`config.mk`:
```
export PLATFORM = sky130hd
export DESIGN_NAME = snoop_cache
export DESIGN_NICKNAME = d
export VERILOG_FILES = /design/src/rtl/snoop_cache.sv
export SDC_FILE = /design/constraint.sdc
export NUM_CORES = 1
export LEC_CHECK = 0
export BUFFER_PORTS_ARGS = -buffer_cell sky130_fd_sc_hd__buf_2
export CORE_MARGIN = 8
export CORE_UTILIZATION = 34
export DETAILED_ROUTE_END_ITERATION = 10
export GPL_TIMING_DRIVEN = 0
export HOLD_SLACK_MARGIN = 0.03
export PLACE_DENSITY_LB_ADDON = 0.05
export SLEW_MARGIN = 30
export SYNTH_ARGS = -nofsm -noshare
export SYNTH_HDL_FRONTEND = slang
export SYNTH_SLANG_ARGS = --single-unit
```
`constraint.sdc`:
```
create_clock -name clk -period 8.3 [get_ports clk]
set_input_delay 0.415 -clock clk [delete_from_list [all_inputs] [get_ports clk]]
set_output_delay 0.415 -clock clk [all_outputs]
set_load 0.02 [all_outputs]
```
`src/rtl/snoop_cache.sv`:
```
module snoop_cache #(
  parameter int TAG_W  = 4,
  parameter int IDX_W  = 2,
  parameter int DATA_W = 32
) (
  input  logic                    clk,
  input  logic                    rst_n,
  input  logic                    cpu_req,
  input  logic                    cpu_we,
  input  logic [TAG_W+IDX_W-1:0]  cpu_addr,
  input  logic [DATA_W-1:0]       cpu_wdata,
  input  logic [DATA_W/8-1:0]     cpu_be,
  output logic                    cpu_ready,
  output logic [DATA_W-1:0]       cpu_rdata,
  output logic                    bus_req,
  output logic [1:0]              bus_cmd,
  output logic [TAG_W+IDX_W-1:0]  bus_addr,
  output logic [DATA_W-1:0]       bus_wdata,
  input  logic                    bus_gnt,
  input  logic [DATA_W-1:0]       bus_rdata,
  input  logic                    snp_valid,
  input  logic [1:0]              snp_cmd,
  input  logic [TAG_W+IDX_W-1:0]  snp_addr,
  output logic                    snp_supply,
  output logic [DATA_W-1:0]       snp_data
);
  localparam int ADDR_W = TAG_W + IDX_W;
  localparam int LINES  = 1 << IDX_W;
  localparam int BE_W   = DATA_W / 8;
  localparam logic [1:0] OP_RD  = 2'd0;
  localparam logic [1:0] OP_WR  = 2'd1;
  localparam logic [1:0] OP_INV = 2'd2;
  localparam logic [1:0] OP_WB  = 2'd3;

  logic [TAG_W-1:0]  tag_q  [LINES];
  logic [DATA_W-1:0] data_q [LINES];
  logic [LINES-1:0]  vld_q, dty_q, shr_q;

  wire [IDX_W-1:0] c_idx = cpu_addr[IDX_W-1:0];
  wire [TAG_W-1:0] c_tag = cpu_addr[ADDR_W-1:IDX_W];
  wire [IDX_W-1:0] s_idx = snp_addr[IDX_W-1:0];
  wire [TAG_W-1:0] s_tag = snp_addr[ADDR_W-1:IDX_W];

  wire c_hit = vld_q[c_idx] && (tag_q[c_idx] == c_tag);
  wire s_hit = vld_q[s_idx] && (tag_q[s_idx] == s_tag);
  wire c_go  = cpu_req && !snp_valid;

  logic       need_bus;
  logic [1:0] op;

  always_comb begin
    need_bus = 1'b1;
    op       = OP_RD;
    if (c_hit) begin
      if (!cpu_we || !shr_q[c_idx]) need_bus = 1'b0;
      else                          op       = OP_INV;
    end else if (vld_q[c_idx] && dty_q[c_idx]) begin
      op = OP_WB;
    end else begin
      op = cpu_we ? OP_WR : OP_RD;
    end
  end

  assign bus_req   = c_go && need_bus;
  assign bus_cmd   = op;
  assign bus_addr  = (op == OP_WB) ? {tag_q[c_idx], c_idx} : cpu_addr;
  assign bus_wdata = data_q[c_idx];
  assign cpu_ready = c_go && (!need_bus || (bus_gnt && op != OP_WB));

  wire [DATA_W-1:0] base = c_hit ? data_q[c_idx] : bus_rdata;
  logic [DATA_W-1:0] merged;

  for (genvar b = 0; b < BE_W; b++) begin : g_byte
    assign merged[8*b +: 8] = cpu_be[b] ? cpu_wdata[8*b +: 8] : base[8*b +: 8];
  end

  assign cpu_rdata  = base;
  assign snp_supply = snp_valid && s_hit && !snp_cmd[1];
  assign snp_data   = data_q[s_idx];

  wire fill    = cpu_ready && (cpu_we || !c_hit);
  wire wb_done = bus_req && bus_gnt && (op == OP_WB);

  always_ff @(posedge clk) begin
    if (fill) begin
      tag_q[c_idx]  <= c_tag;
      data_q[c_idx] <= cpu_we ? merged : bus_rdata;
    end
  end

  always_ff @(posedge clk) begin
    if (!rst_n) begin
      vld_q <= '0;
      dty_q <= '0;
      shr_q <= '0;
    end else if (snp_valid) begin
      if (s_hit) begin
        if (snp_cmd == OP_RD) begin
          shr_q[s_idx] <= 1'b1;
        end else begin
          vld_q[s_idx] <= 1'b0;
          dty_q[s_idx] <= 1'b0;
          shr_q[s_idx] <= 1'b0;
        end
      end
    end else if (fill) begin
      vld_q[c_idx] <= 1'b1;
      dty_q[c_idx] <= cpu_we;
      shr_q[c_idx] <= !cpu_we;
    end else if (wb_done) begin
      dty_q[c_idx] <= 1'b0;
    end
  end
endmodule

```
==> out/metrics.cfg <==
[outcome]
status=finished, final reports clean

[global_routing]
grt_max_degree=18
grt_pass1_wl_mm=39.01
use_met3_pct=3.736
antenna_found_initial=0
met2_usage_pct=28.67
grt-ovfl-total=0
use_met1_pct=21.38
grt.busiest_layer=met2
grt.total_usage_pct=16.80
grt_pass1_vias=6384

[die]
die_h_um=175.5
core_sq_um=25110
design.die.area_sq_um=30790
initial_core_util_pct=34.43
io_pins=195
dieWidth_um=175.5
rows=58

[sta]
rsz0062_at_grt=no
finalMaxSlewViolations=0
fmax_ghz=0.2994
final.setup.tns_ps=0
worst_pin_slew_ps=922.7
fin_crit_sh_pct=40.24
maxSlewHeadroom_pct=38.49
period_needed_ps=3340
setup_viol=0
hold_viol_final=0
worst_clock_skew_ps=7.513

[clock_network]
clk-insertion-delay-late_ps=430
post_cts_buffers=0
cts-resized-gates=0
clock_path_buffers=2
cts.sinks=156
cts_hold_buf=0
cts_made_buffers=17
cts_tree=done
root_buffer=clkbuf_16
h-tree-depth=4
clk_pin_slew_ps=70

[synthesis]
synth_top_flop_cell=edfxtp_1
avgSynthCellArea_sq_um=15.72
ys_ff_latch=156
async_flop_share_pct=0
yosysSeqAreaShare_pct=52.79
syn_area_sq_um=8646
ys_warn_count=0
synthCells=550
synth-edff-count=144
synth_nets=638
synth_cell_types=56

[placed_design]
placed_area_sq_um=10290
portBuffers=191
place_congestion=0.7990
dp_hpwl_mm=19.00

[pwr]
leakage_nw=4.087
powerDensity_nw_per_um2=178.9
vdd_drop_max_v=0.0001386

[worst_setup_path]
cp_slowest_stage_delay_ps=530
path_max_fanout=11
cp_common_cell=buf_6
cp-start-kind=flip-flop
endpoint_kind=flip-flop
arrival_ps=3460
crit_slowest_cell=nor3_4
critPathRequiredTime_ps=8430
criticalPathCategory=reg -> reg
rr_worst_depth=10
crit_chain=mux4_2, xnor2_1, and4_1, buf_4, a31o_4, buf_6, nand4_4, nor3_4, buf_8, buf_6

[route]
drt_first_pass_iters=5
route.detailed.drc=0
viasPerCell=5.241
ant_nets=0
vias=5844
drt_iter0_markers=343
wl_mm=25.80
post_drt_wl_per_cell_um=23.14

[final_layout]
post-route-cell-area_sq_um=10850
fillCellCount=2362
diodes=0
nets=860
syn_to_final_growth_pct=25.51
drive_gt1_share_pct=50.32

[worst_hold_path]
hold_class=in -> reg
hold_depth=1

[flow_run]
maxCapViolCount=0

power by group:
part | internal, mW | switching [mW] | leakage (nW)
Clock | 0.419 | 0.338 | 0.264
Sequential | 0.882 | 0.00640 | 1.37
Combinational | 0.121 | 0.175 | 2.45
cell families after synthesis:
kind of cell / synth area share [%]
flops: 52.79
mux: 25.64
compound gates: 10.17
simple gates: 6.151
buf+inv: 4.124
xor+xnor: 1.114
synth_stat cells, types with 2 or more instances:
library cell | n | area [sq um]
edfxtp_1 | 144 | 4324
mux4_2 | 72 | 1622
nand2b_1 | 38 | 237.7
inv_1 | 37 | 138.9
o21ai_1 | 33 | 165.2
mux2_4 | 29 | 435.4
o211ai_2 | 29 | 362.9
clkbuf_1 | 13 | 48.80
dfxtp_1 | 12 | 240.2
buf_1 | 10 | 37.54
nor2_1 | 10 | 37.54
buf_2 | 9 | 45.04
nand2_1 | 8 | 30.03
xnor2_1 | 8 | 70.07
mux2_1 | 7 | 78.83
mux2i_1 | 7 | 70.07
o21a_1 | 7 | 52.55
o31a_1 | 7 | 61.31
nand3_1 | 6 | 30.03
buf_6 | 5 | 56.30
nor3_1 | 5 | 25.02
o211ai_1 | 5 | 37.54
buf_4 | 4 | 30.03
nor2b_1 | 3 | 18.77
o311a_1 | 3 | 30.03
xor2_1 | 3 | 26.28
a22o_1 | 2 | 17.52
a22oi_1 | 2 | 15.01
and3_1 | 2 | 12.51
nand3_2 | 2 | 20.02
o2111ai_1 | 2 | 17.52
o2bb2ai_1 | 2 | 17.52
critical path: cells and delay by family, from the launching register on:
kind | cells | cell delay [ps]
DFF | 1 | 410
AOI/OAI and AO/OA | 1 | 150
muxes | 1 | 510
buffers and inverters | 4 | 720
xor gates and xnor gates | 1 | 250
and+or+nand+nor | 3 | 980
stage by stage:
| stage | utilization (%) | worst slack, ps | hold WS [ps] | power [mW] | instances |
|---|---|---|---|---|---|
| 6_report | 43.22 | 4960 | 248.0 | 1.941 | 1115 |
| 5_1_grt | 43.22 | 4749 | 239.1 | 2.015 | 1115 |
| 4_1_cts | 43.22 | 4921 | 227.6 | 1.967 | 1115 |
| 3_5_place_dp | 40.97 | 4713 | 470.3 | 1.206 | 1083 |
| 3_3_place_gp | 39.88 | 1988 | 464.5 | 1.197 | 1071 |
| 2_1_floorplan | - | 4211 | 437.6 | 1.092 | 550 |
path summary, 6_finish.rpt:
path	from	end	slack, ps
hold reg to reg	dty_q[2]	dty_q[2]	490
setup reg to reg	tag_q[2][1]	data_q[0][13]	4960
hold / removal	cpu_addr[5]	tag_q[0][3]	250
setup / recovery	tag_q[2][1]	data_q[0][13]	4960
registers in the layout, summed over array words and instances (netlist names), named ones only:
register,flops
data_q,128
tag_q,16
dty_q,4
vld_q,4
final cells by class:
class | count | area [sq um] | share of cell area (%)
tap | 330 | 412.9 | 3.805
buffer | 41 | 217.7 | 2.006
clock inverter | 14 | 135.1 | 1.245
clock buffer | 18 | 429.2 | 3.955
sequential | 156 | 4564 | 42.06
timing repair buffer | 203 | 1200 | 11.06
multi-input combinational | 316 | 3754 | 34.59
inverter | 37 | 138.9 | 1.280
cells in the final DEF, fill, tap and decap left out, types with 2 or more instances in the layout:
master / n
a22o_1: 2
a22oi_1: 2
and3_1: 2
buf_1: 10
buf_16: 6
buf_2: 200
buf_4: 4
buf_6: 8
buf_8: 3
clkbuf_1: 14
clkbuf_16: 17
clkinv_2: 2
clkinvlp_4: 5
dfxtp_1: 12
edfxtp_1: 144
inv_1: 37
inv_6: 4
inv_8: 2
mux2_1: 7
mux2_4: 29
mux2i_1: 7
mux4_2: 72
nand2_1: 8
nand2b_1: 38
nand3_1: 6
nand3_2: 2
nor2_1: 8
nor2_4: 2
nor2b_1: 2
nor3_1: 5
o2111ai_1: 2
o211ai_1: 5
o211ai_2: 29
o21a_1: 7
o21ai_1: 33
o2bb2ai_1: 2
o311a_1: 3
o31a_1: 7
xnor2_1: 8
xor2_1: 3
routing by layer:
layer	routed length (um)	up-vias
li1	-	2649
met1	11140	3002
met2	13040	174
met3	1349	19
met4	269	0
met5	0	-
No activity file was read; power rests on OpenSTA's default activity.
